### src/rtl/ptw_pkg.sv
package ptw_pkg;

    localparam int PTW_AW      = 32;
    localparam int PTW_DOM_W   = 4;
    localparam int PTW_AP_W    = 8;
    localparam int PTW_SUBPAGE = 4;

    typedef enum logic [1:0] {
        SZ_1M  = 2'd0,
        SZ_64K = 2'd1,
        SZ_4K  = 2'd2,
        SZ_1K  = 2'd3
    } map_size_e;

    typedef enum logic [1:0] {
        L1_FAULT   = 2'b00,
        L1_COARSE  = 2'b01,
        L1_SECTION = 2'b10,
        L1_FINE    = 2'b11
    } l1_kind_e;

    typedef enum logic [1:0] {
        L2_FAULT = 2'b00,
        L2_LARGE = 2'b01,
        L2_SMALL = 2'b10,
        L2_TINY  = 2'b11
    } l2_kind_e;

    typedef struct packed {
        logic [PTW_AW-1:0]    pa;
        map_size_e            size;
        logic [PTW_DOM_W-1:0] dom;
        logic [PTW_AP_W-1:0]  ap;
    } xlat_t;

    localparam xlat_t XLAT_ZERO = '{pa: '0, size: SZ_1M, dom: '0, ap: '0};

    // Spread one 2-bit permission over every subpage slot.
    function automatic logic [PTW_AP_W-1:0] spread_ap(input logic [1:0] a);
        return {PTW_SUBPAGE{a}};
    endfunction

endpackage

### src/rtl/ptw_addr_gen.sv
module ptw_addr_gen
    import ptw_pkg::*;
#(
    parameter int AW        = PTW_AW,
    parameter int L1_IDX_W  = 12,
    parameter int CRS_IDX_W = 8,
    parameter int FIN_IDX_W = 10
) (
    input  logic [AW-1:0] va,
    input  logic [AW-1:0] tbl_base,
    input  logic [AW-1:0] l1_desc,
    input  logic          fine_sel,
    output logic [AW-1:0] l1_addr,
    output logic [AW-1:0] l2_addr
);
    localparam int L1_LO   = AW - L1_IDX_W;       // lowest VA bit of first index
    localparam int BASE_LO = L1_IDX_W + 2;        // table alignment
    localparam int CRS_LO  = L1_LO - CRS_IDX_W;   // lowest VA bit of coarse index
    localparam int FIN_LO  = L1_LO - FIN_IDX_W;   // lowest VA bit of fine index
    localparam int CRS_AL  = CRS_IDX_W + 2;
    localparam int FIN_AL  = FIN_IDX_W + 2;

    logic [AW-1:0] crs_addr;
    logic [AW-1:0] fin_addr;

    always_comb begin
        l1_addr  = {tbl_base[AW-1:BASE_LO], va[AW-1:L1_LO], 2'b00};
        crs_addr = {l1_desc[AW-1:CRS_AL], va[L1_LO-1:CRS_LO], 2'b00};
        fin_addr = {l1_desc[AW-1:FIN_AL], va[L1_LO-1:FIN_LO], 2'b00};
        l2_addr  = fine_sel ? fin_addr : crs_addr;
    end
endmodule

### src/rtl/ptw_l1_decode.sv
module ptw_l1_decode
    import ptw_pkg::*;
#(
    parameter int AW = PTW_AW
) (
    input  logic [AW-1:0] desc,
    output l1_kind_e      kind,
    output xlat_t         sect
);
    localparam int SECT_LO = 20;

    always_comb begin
        kind      = l1_kind_e'(desc[1:0]);
        sect      = XLAT_ZERO;
        sect.pa   = {desc[AW-1:SECT_LO], {SECT_LO{1'b0}}};
        sect.size = SZ_1M;
        sect.dom  = desc[8:5];
        sect.ap   = spread_ap(desc[11:10]);
    end
endmodule

### src/rtl/ptw_l2_decode.sv
module ptw_l2_decode
    import ptw_pkg::*;
#(
    parameter int AW = PTW_AW
) (
    input  logic [AW-1:0]        desc,
    input  logic                 fine_tbl,
    input  logic [PTW_DOM_W-1:0] dom_in,
    output logic                 flt,
    output xlat_t                res
);
    localparam int LARGE_LO = 16;
    localparam int SMALL_LO = 12;
    localparam int TINY_LO  = 10;

    l2_kind_e kind;

    always_comb begin
        kind    = l2_kind_e'(desc[1:0]);
        flt     = 1'b0;
        res     = XLAT_ZERO;
        res.dom = dom_in;
        unique case (kind)
            L2_LARGE: begin
                res.pa   = {desc[AW-1:LARGE_LO], {LARGE_LO{1'b0}}};
                res.size = SZ_64K;
                res.ap   = desc[11:4];
            end
            L2_SMALL: begin
                res.pa   = {desc[AW-1:SMALL_LO], {SMALL_LO{1'b0}}};
                res.size = SZ_4K;
                res.ap   = desc[11:4];
            end
            L2_TINY: begin
                res.pa   = {desc[AW-1:TINY_LO], {TINY_LO{1'b0}}};
                res.size = SZ_1K;
                res.ap   = spread_ap(desc[5:4]);
                flt      = !fine_tbl;
            end
            default: flt = 1'b1;
        endcase
        if (flt) res = XLAT_ZERO;
    end
endmodule

### src/rtl/ptw_walker.sv
module ptw_walker
    import ptw_pkg::*;
(
    input  logic        clk,
    input  logic        rst,
    input  logic        start,
    input  logic [31:0] va,
    input  logic [31:0] tbl_base,
    output logic        busy,
    output logic        mem_req,
    output logic [31:0] mem_addr,
    input  logic        mem_rvalid,
    input  logic [31:0] mem_rdata,
    output logic        done,
    output logic        fault,
    output logic        fault_level,
    output logic [31:0] pa_base,
    output logic [1:0]  map_size,
    output logic [3:0]  domain,
    output logic [7:0]  ap
);
    typedef enum logic [2:0] {
        S_IDLE, S_L1_REQ, S_L1_WAIT, S_L2_REQ, S_L2_WAIT, S_DONE
    } st_e;

    st_e         st_q;
    logic [31:0] va_q, base_q, l1_q;
    logic        fine_q;
    xlat_t       res_q;
    logic        flt_q, lvl_q;

    logic [31:0] l1_addr, l2_addr;
    l1_kind_e    l1_kind;
    xlat_t       sect_res, l2_res;
    logic        l2_flt;

    ptw_addr_gen u_addr (
        .va       (va_q),
        .tbl_base (base_q),
        .l1_desc  (l1_q),
        .fine_sel (fine_q),
        .l1_addr  (l1_addr),
        .l2_addr  (l2_addr)
    );

    ptw_l1_decode u_l1 (
        .desc (mem_rdata),
        .kind (l1_kind),
        .sect (sect_res)
    );

    ptw_l2_decode u_l2 (
        .desc     (mem_rdata),
        .fine_tbl (fine_q),
        .dom_in   (l1_q[8:5]),
        .flt      (l2_flt),
        .res      (l2_res)
    );

    always_ff @(posedge clk) begin
        if (rst) begin
            st_q   <= S_IDLE;
            va_q   <= '0;
            base_q <= '0;
            l1_q   <= '0;
            fine_q <= 1'b0;
            res_q  <= XLAT_ZERO;
            flt_q  <= 1'b0;
            lvl_q  <= 1'b0;
        end else begin
            unique case (st_q)
                S_IDLE: if (start) begin
                    va_q   <= va;
                    base_q <= tbl_base;
                    res_q  <= XLAT_ZERO;
                    flt_q  <= 1'b0;
                    lvl_q  <= 1'b0;
                    st_q   <= S_L1_REQ;
                end
                S_L1_REQ: st_q <= S_L1_WAIT;
                S_L1_WAIT: if (mem_rvalid) begin
                    l1_q <= mem_rdata;
                    unique case (l1_kind)
                        L1_SECTION: begin
                            res_q <= sect_res;
                            st_q  <= S_DONE;
                        end
                        L1_COARSE: begin
                            fine_q <= 1'b0;
                            st_q   <= S_L2_REQ;
                        end
                        L1_FINE: begin
                            fine_q <= 1'b1;
                            st_q   <= S_L2_REQ;
                        end
                        default: begin
                            flt_q <= 1'b1;
                            lvl_q <= 1'b0;
                            st_q  <= S_DONE;
                        end
                    endcase
                end
                S_L2_REQ: st_q <= S_L2_WAIT;
                S_L2_WAIT: if (mem_rvalid) begin
                    res_q <= l2_res;
                    flt_q <= l2_flt;
                    lvl_q <= 1'b1;
                    st_q  <= S_DONE;
                end
                S_DONE:  st_q <= S_IDLE;
                default: st_q <= S_IDLE;
            endcase
        end
    end

    always_comb begin
        busy        = (st_q != S_IDLE);
        done        = (st_q == S_DONE);
        mem_req     = (st_q == S_L1_REQ) || (st_q == S_L2_REQ);
        mem_addr    = (st_q == S_L2_REQ) ? l2_addr : l1_addr;
        fault       = done && flt_q;
        fault_level = lvl_q;
        pa_base     = res_q.pa;
        map_size    = res_q.size;
        domain      = res_q.dom;
        ap          = res_q.ap;
    end
endmodule

### config.mk
export PLATFORM = sky130hd
export DESIGN_NAME = ptw_walker
export DESIGN_NICKNAME = d
export VERILOG_FILES = /design/src/rtl/ptw_pkg.sv /design/src/rtl/ptw_addr_gen.sv /design/src/rtl/ptw_l1_decode.sv /design/src/rtl/ptw_l2_decode.sv /design/src/rtl/ptw_walker.sv
export SDC_FILE = /design/constraint.sdc
export NUM_CORES = 1
export LEC_CHECK = 0
export ABC_AREA = 0
export ABC_CLOCK_PERIOD_IN_PS = 2210
export BUFFER_PORTS_ARGS = -buffer_cell sky130_fd_sc_hd__buf_4
export CAP_MARGIN = 20
export CORE_MARGIN = 5
export CORE_UTILIZATION = 27
export DETAILED_ROUTE_END_ITERATION = 12
export REMOVE_ABC_BUFFERS = 1
export SYNTH_ARGS = -nofsm -noshare
export SYNTH_HDL_FRONTEND = slang
export SYNTH_HIERARCHICAL = 1
export SYNTH_SLANG_ARGS = --single-unit
### constraint.sdc
create_clock -name clk -period 2.21 [get_ports clk]
set_input_delay 0.221 -clock clk [delete_from_list [all_inputs] [get_ports clk]]
set_output_delay 0.221 -clock clk [all_outputs]
set_load 0.005 [all_outputs]
==> results of run 1 <==
==> cell type report <==
class | instances | area [um^2]
clock buffer | 19 | 453
multi-input combinational | 562 | 3340
tap | 330 | 413
sequential | 118 | 2370
inverter | 8 | 30.0
clock inverter | 13 | 168
timing repair buffer | 183 | 1440
fill | 2704 | 16800
==> what timing repair did <==
action,in CTS,in global routing
gates resized for setup,3,2
endpoints found under the setup margin,27,27
hold buffers,0,0
pin swaps,0,1
buffers inserted,0,1
gates cloned,1,0
hold endpoints to repair,0,0
==> power breakdown <==
group / total [mW] / internal (mW) / switching (mW)
Sequential: 2.28 / 2.23 / 0.0541
Combinational: 0.975 / 0.427 / 0.548
Clock: 2.90 / 1.85 / 1.05
Total: 6.15 / 4.50 / 1.65
==> how the worst max path moves through the flow <==
stage | endpoint | slack [ps] | depth (start not counted)
after global routing | mem_addr[15] | 30 | 6
after CTS | mem_addr[15] | 20 | 6
final | mem_addr[15] | 90 | 6
after floorplan | flt_q | -1950 | 4
after detailed placement | ap[5] | 180 | 5
after global placement | ap[5] | 210 | 5
==> flip-flops by register name (all words and copies together), names as in the netlist <==
| register | cells |
|---|---|
| ap | 8 |
| base_q | 18 |
| domain | 4 |
| fault_level | 1 |
| fine_q | 1 |
| flt_q | 1 |
| l1_q | 26 |
| map_size | 2 |
| pa_base | 32 |
| st_q | 3 |
| va_q | 22 |
==> per-layer routing <==
| layer | vias to the layer above | wire length (um) | part of all wire (%) |
|---|---|---|---|
| met1 | 2730 | 8880 | 45 |
| met4 | 4 | 244 | 1.2 |
| li1 | 2925 | - | - |
| met5 | - | 34 | 0.17 |
| met3 | 17 | 1220 | 6.2 |
| met2 | 120 | 9420 | 48 |
==> worst max-delay path: cells and delay by family, from the launching register on <==
family,cells,cell delay [ps]
AND/OR/NAND/NOR,2,270
buffers and inverters,3,480
multiplexers,1,360
flip-flops,1,370
==> flow_summary.toml, run 1 <==
[global_routing]
globalRouteOverflowTotal = 0
met1_usage_pct = 18.0
grt_pass1_vias = 5587
track_usage_pct = 13.9
antenna_found_initial = 2
grt_first_pass_wirelength_mm = 31.5
met3_usage_pct = 4.81
grt_max_degree = 59
use_met2_pct = 22.1
grt-busiest-layer = "met2"

[yosys]
syn_avg_cell_area_um2 = 7.98
netlist_instances = 853
yosysWarnings = 6
synth.cell_area_mm2 = 0.00681

[critical_path]
critical-path-max-stage-delay_ps = 370
critical_path.startpoint = "st_q[1]"
critPathCaptureType = "output port"
worstPathRequired_ps = 1990
cp_cell_sequence = "buf_4 > nor2b_4 > nand2_4 > buf_12 > mux2_2 > buf_4"
worst_ep_arrival_time_ps = 1900
reg2reg_slack_ps = 180
r2r.worst_path.cells = 5
cp_max_fo = 15
start_kind = "flop"
rr_startpoint = "st_q[2]"
crit_type = "flop to output port"
critPathSlowestCell = "dfxtp_4"
crit_top_cell = "buf_4"
r2r-end = "domain[3]"

[pwr]
leakagePower_nw = 3.17
ir_drop_mv = 0.502
total_power_mw = 6.15
p_per_area_mw_per_mm2 = 750

[floorplanning]
die_w_um = 169
die_area_mm2 = 0.0285
die_y_um = 169
core_mm2 = 0.0250
std_cell_rows = 58
start_util_pct = 27.2
ios = 183

[final_layout]
post-route-util_pct = 32.8
final_cells = 1233
layout.nets = 994
layout_common_cells = "buf_4, nand2_1, a21oi_1"
syn_to_final_growth_pct = 20.5
drive_above_1_share_pct = 30.5
final_cell_area_mm2 = 0.00821
num_antenna_cells = 0
layout_commonest_cell = "buf_4"

[sta]
hold_viol_final = 0
drv_slew = 0
final-setup-viol-count = 0
slew_headroom_pct = 42.1
whs_ps = 53.7
min_period_ps = 2120
post-route-period-util_pct = 95.8
rsz0062_at_grt = "no"
skew_ps = 12.2
worst_slew_pin_slew_ps = 867
setup_ws_ps = 93.0
final.setup.tns_ps = 0
max_freq_mhz = 472

[worst_hold_path]
min_path_cells = 3
min_from = "va[11]"
hold_end = "va_q[11]"
hp-class = "input pin to flop"

[detailed_routing]
wire_per_inst_um = 16.1
first_pass_iters = 4
routed_wl_mm = 19.8
ant_nets = 0
drt_iter0_markers = 377
drc = 0
vias = 5796
avgViaCountPerCell = 4.70

[placement]
dpl_worst_slack_ps = 179
routabilityCongestion = 0.773
port_buffers = 154
placed_cells = 1199
placed_area_mm2 = 0.00754
hpwlAfterDp_mm = 13.3

[clock_tree]
cts_tree = "yes"
htree_num_levels = 4
cts_inserted_buffers = 17
cts-root-buf = "clkbuf_16"
worstSkewPairLatency_ps = 410
clockBufferDepth = 2
tritoncts_num_sinks = 118
clk_pin_slew_ps = 60

[run_status]
status = "complete, no violations"

[run]
max_cap_viol_count = 0
No activity file was read; power rests on OpenSTA's default activity.
==> run 2: changes to the inputs <==
--- a/config.mk
+++ b/config.mk
@@ -12,6 +12,7 @@
 export CORE_MARGIN = 5
 export CORE_UTILIZATION = 27
 export DETAILED_ROUTE_END_ITERATION = 12
+export RECOVER_POWER = 100
 export REMOVE_ABC_BUFFERS = 1
 export SYNTH_ARGS = -nofsm -noshare
 export SYNTH_HDL_FRONTEND = slang
==> run 2 against run 1 <==
Compared with the run above: maximum frequency decreased by 0.30%; largest cell class unchanged; die area unchanged; cell count unchanged; sequential share of layout area increased by 0.43 points; clock skew increased by 0.62 ps; critical path depth unchanged; critical endpoint unchanged; highest routed layer unchanged; setup slack got worse by 6.4 ps; wire length decreased by 0.25%; flip-flop and latch count unchanged; register-to-register slack about the same; clock power about the same; sequential power about the same.
==> flow_summary.toml, run 2 (synthesized netlist as in run 1, its figures left out) <==
[pwr]
p_int_mw = 4.47
leakagePower_nw = 3.02
total_power_mw = 6.14
seqPwrFrac_pct = 37.1
p_per_area_mw_per_mm2 = 759
p_sw_mw = 1.66
netSwitchingFraction_pct = 27.1
ir_drop_mv = 0.504
p_comb_share_pct = 15.4
p_clk_share_pct = 47.4

[critical_path]
worst_ep_arrival_time_ps = 1900
critical-path-max-stage-delay_ps = 370
r2r.worst_path.cells = 5
rr_startpoint = "st_q[2]"
r2r-end = "domain[3]"
worstPathRequired_ps = 1990
critPathCaptureType = "output port"
cp_cell_sequence = "buf_4 > nor2b_4 > nand2_4 > buf_12 > mux2_2 > clkbuf_4"
start_kind = "flop"
cp_max_fo = 15
critPathTopFamily = "buffers and inverters"
critPathSlowestCell = "dfxtp_4"
reg2reg_slack_ps = 170
crit_type = "flop to output port"
worstPathBufferInverterCount = 3

[clock_tree]
cts_tree = "yes"
clockBufferDepth = 2
htree_num_levels = 4
worstSkewPairLatency_ps = 410
cts_inserted_buffers = 17
cts-root-buf = "clkbuf_16"
clk_pin_slew_ps = 60
tritoncts_num_sinks = 118

[floorplanning]
core_mm2 = 0.0250
die_area_mm2 = 0.0285
start_util_pct = 27.2
die_w_um = 169
std_cell_rows = 58
die_y_um = 169
ios = 183

[run_status]
status = "complete, no violations"

[detailed_routing]
vias = 5740
routed_wl_mm = 19.7
avgViaCountPerCell = 4.66
first_pass_iters = 5
ant_nets = 0
wire_per_inst_um = 16.0
drc = 0
drt_iter0_markers = 357

[placement]
routabilityCongestion = 0.773
placed_area_mm2 = 0.00754
dpl_worst_slack_ps = 179
port_buffers = 154
placed_cells = 1199
hpwlAfterDp_mm = 13.3

[worst_hold_path]
min_from = "va[21]"
hp-class = "input pin to flop"
hold_end = "va_q[21]"
min_path_cells = 3

[final_layout]
largest_reg_flops = 32
drive_above_1_share_pct = 27.2
layout.nets = 994
layout_common_cells = "nand2_1, a21oi_1, dfxtp_1"
layout_commonest_cell = "nand2_1"
syn_to_final_growth_pct = 18.7
final_cell_area_mm2 = 0.00808
final_cells = 1233
post-route-util_pct = 32.3
num_antenna_cells = 0

[global_routing]
met1_usage_pct = 18.0
antenna_found_initial = 2
track_usage_pct = 13.9
globalRouteOverflowTotal = 0
grt_max_degree = 59
use_met2_pct = 22.1
grt_pass1_vias = 5587
grt_first_pass_wirelength_mm = 31.5
grt-busiest-layer = "met2"
met3_usage_pct = 4.81

[run]
max_cap_viol_count = 0

[sta]
worst_slew_pin_slew_ps = 880
drv_slew = 0
rsz0062_at_grt = "no"
whs_ps = 49.4
hold_viol_final = 0
final.setup.tns_ps = 0
final-setup-viol-count = 0
post-route-period-util_pct = 96.1
skew_ps = 12.8
min_period_ps = 2120
max_freq_mhz = 471
slew_headroom_pct = 41.2
setup_ws_ps = 86.6
-- run 2: cell type report --
class                           count  area, um^2
Clock buffer                       19         453
Clock inverter                     13         168
Fill cell                        2727       17000
Inverter                            8        30.0
Multi-Input combinational cell    562        3340
Sequential cell                   118        2370
Tap cell                          330         413
Timing Repair Buffer              183        1310
-- run 2: routing by layer --
metal,share of wire [%],up-vias
li1,-,2926
met1,45,2661
met2,47,129
met3,6.7,20
met4,1.2,4
met5,0.17,-
-- run 2: worst max path at each step --
stage / start / endpoint / cells past startpoint
2_1_floorplan: st_q[2] / flt_q / 4
3_3_place_gp: st_q[2] / ap[5] / 5
3_5_place_dp: st_q[1] / ap[5] / 5
4_1_cts: st_q[1] / mem_addr[15] / 6
5_1_grt: st_q[1] / mem_addr[15] / 6
6_report: st_q[1] / mem_addr[15] / 6
-- run 2: worst reg2reg max path, stage by stage, from the launching register on --
cell and delay, ps:
dfxtp_1 520, inv_1 140, a221o_2 380, buf_4 240
or4_1 550, a21oi_1 140
-- run 2: what timing repair did --
action / in CTS / in global routing
cloned: 1 / 0
endpoints found under the hold margin: 0 / 0
setup buffers: 0 / 1
gates resized for setup: 3 / 2
setup endpoints to repair: 27 / 27
hold buffers: 0 / 0
pin swaps: 0 / 1
-- run 2: power by group through the flow --
stage | logic (mW) | registers (mW) | clock network [mW]
after detailed placement | 0.978 | 2.33 | 0
after floorplan | 0.454 | 2.33 | 0
after global routing | 1.06 | 2.29 | 3.10
after global placement | 0.969 | 2.32 | 0
final | 0.947 | 2.28 | 2.91
after CTS | 0.987 | 2.28 | 2.99
==> run 3: changes to the inputs <==
--- a/config.mk
+++ b/config.mk
@@ -5,7 +5,7 @@
 export SDC_FILE = /design/constraint.sdc
 export NUM_CORES = 1
 export LEC_CHECK = 0
-export ABC_AREA = 0
+export ABC_AREA = 1
 export ABC_CLOCK_PERIOD_IN_PS = 2210
 export BUFFER_PORTS_ARGS = -buffer_cell sky130_fd_sc_hd__buf_4
 export CAP_MARGIN = 20
@@ -13,7 +13,6 @@
 export CORE_UTILIZATION = 27
 export DETAILED_ROUTE_END_ITERATION = 12
 export RECOVER_POWER = 100
-export REMOVE_ABC_BUFFERS = 1
 export SYNTH_ARGS = -nofsm -noshare
 export SYNTH_HDL_FRONTEND = slang
 export SYNTH_HIERARCHICAL = 1
==> run 3 against run 2 <==
Compared with the run above: global-route usage fell by 1.8 points; highest routed layer is now met4; utilization fell by 0.36 points; setup slack improved by 34 ps; largest power group is now combinational cells; hold slack improved by 14 ps; flip-flop and latch count did not move.
==> flow_summary.toml, run 3 <==
[pwr]
p_comb_share_pct = 41.7
ir_drop_mv = 0.758
total_power_mw = 10.7
p_per_area_mw_per_mm2 = 1300
leakagePower_nw = 4.09
seqPwrFrac_pct = 28.9
netSwitchingFraction_pct = 37.9
p_int_mw = 6.63
p_sw_mw = 4.05
p_clk_share_pct = 29.4

[critical_path]
critPathCaptureType = "output port"
critPathSlowestCell = "mux2_2"
crit_type = "flop to output port"
critPathTopFamily = "buffers and inverters"
worst_ep_arrival_time_ps = 1870
worstPathBufferInverterCount = 3
cp_cell_sequence = "inv_1 > nor2_1 > nand2_1 > buf_8 > mux2_2 > clkbuf_4"
critical-path-max-stage-delay_ps = 370
start_kind = "flop"
reg2reg_slack_ps = 290
cp_max_fo = 32
worstPathRequired_ps = 1990

[sta]
min_period_ps = 2090
rsz0062_at_grt = "no"
skew_ps = 6.11
final-setup-viol-count = 0
drv_slew = 0
hold_viol_final = 0
final.setup.tns_ps = 0
post-route-period-util_pct = 94.6
slew_headroom_pct = 50.3
max_freq_mhz = 479
worst_slew_pin_slew_ps = 746
setup_ws_ps = 120

[final_layout]
layout.nets = 1234
fillerInstances = 2903
layout_commonest_cell = "nand2_1"
drive_above_1_share_pct = 19.4
syn_to_final_growth_pct = 17.1
largest_reg_flops = 32
layout_common_cells = "nand2_1, nor2_1, dfxtp_1"
final_cell_area_mm2 = 0.00825
final_cells = 1479

[floorplanning]
start_util_pct = 27.3
ios = 183
die_y_um = 172
die_area_mm2 = 0.0294
core_mm2 = 0.0258
std_cell_rows = 59
die_w_um = 172

[placement]
dpl_worst_slack_ps = 393
hpwlAfterDp_mm = 12.7
placed_area_mm2 = 0.00771
placed_cells = 1445
port_buffers = 154
routabilityCongestion = 0.786

[yosys]
syn_avg_cell_area_um2 = 6.49
yosysWarnings = 6
netlist_instances = 1085
synth.cell_area_mm2 = 0.00704

[detailed_routing]
first_pass_iters = 6
ant_nets = 0
wire_per_inst_um = 12.0
drt_iter0_markers = 310
vias = 5797
drc = 0
avgViaCountPerCell = 3.92
routed_wl_mm = 17.8

[clock_tree]
clk_pin_slew_ps = 60
cts_inserted_buffers = 17
worstSkewPairLatency_ps = 410
tritoncts_num_sinks = 118
htree_num_levels = 4
clockBufferDepth = 2
cts_tree = "yes"
cts-root-buf = "clkbuf_16"

[global_routing]
antenna_found_initial = 1
globalRouteOverflowTotal = 0
track_usage_pct = 12.1
grt_max_degree = 93
grt_first_pass_wirelength_mm = 28.2
grt_pass1_vias = 5436

[worst_hold_path]
hp-class = "input pin to flop"

[run]
max_cap_viol_count = 0

[run_status]
status = "complete, no violations"
## run 3: metrics by stage
step / util, % / hold WS, ps
6_report: 31.9 / 63.0
5_1_grt: 31.9 / 54.5
4_1_cts: 32.4 / 41.6
3_5_place_dp: 29.8 / 428
3_3_place_gp: 29.8 / 422
2_1_floorplan: - / 290
## run 3: worst register-to-register path: stages (launching register included)
cell and delay [ps]:
dfxtp_1 330, inv_1 100, nor2_1 90, nand3_1 100, nand3_1 290, nor2_4 190
buf_8 430, nand2_1 170, nand2_1 90, nor2_1 40
## run 3: repair_timing
| action | 4_1_cts | 5_1_grt |
|---|---|---|
| hold buffers | 1 | 0 |
| gates resized for setup | 0 | 1 |
| endpoints found under the setup margin | 0 | 6 |
| buffers inserted | 0 | 0 |
| hold endpoints to repair | 2 | 0 |
## run 3: area by class of cell
type | count | area [um^2] | area share, %
inverters | 117 | 440 | 5.34
flip-flops and latches | 118 | 2360 | 28.7
well taps | 335 | 419 | 5.08
repair buffers | 167 | 1210 | 14.7
clock inverters | 8 | 168 | 2.03
multi-input cells | 709 | 3150 | 38.2
diodes | 1 | 2.50 | 0.0303
clock buffers | 24 | 492 | 5.96
## run 3: metal layers
| layer | routed length, um | track usage, % | vias to the layer above | share of wire (%) |
|---|---|---|---|---|
| met1 | 8570 | 16.0 | 2444 | 48 |
| li1 | - | - | 3215 | - |
| met2 | 7980 | 18.9 | 118 | 45 |
| met3 | 838 | 3.17 | 20 | 4.7 |
| met5 | 0 | 0 | - | 0 |
| met4 | 403 | 4.72 | 0 | 2.3 |
## run 3: path summary, 6_finish.rpt
check,to,start,depth (start not counted)
hold / removal,l1_q[26],mem_rdata[26],3
hold reg to reg,base_q[31],base_q[31],2
setup / recovery,mem_addr[8],st_q[0],6
setup reg to reg,map_size[0],st_q[1],9
## run 3: power groups by stage
| stage | Combinational, mW | Clock [mW] | Sequential (mW) |
|---|---|---|---|
| global placement | 4.71 | 0 | 3.13 |
| CTS | 4.78 | 3.24 | 3.11 |
| detailed placement | 4.76 | 0 | 3.15 |
| global route | 5.23 | 3.33 | 3.17 |
| finish | 4.45 | 3.14 | 3.09 |
| floorplan | 3.76 | 0 | 3.11 |
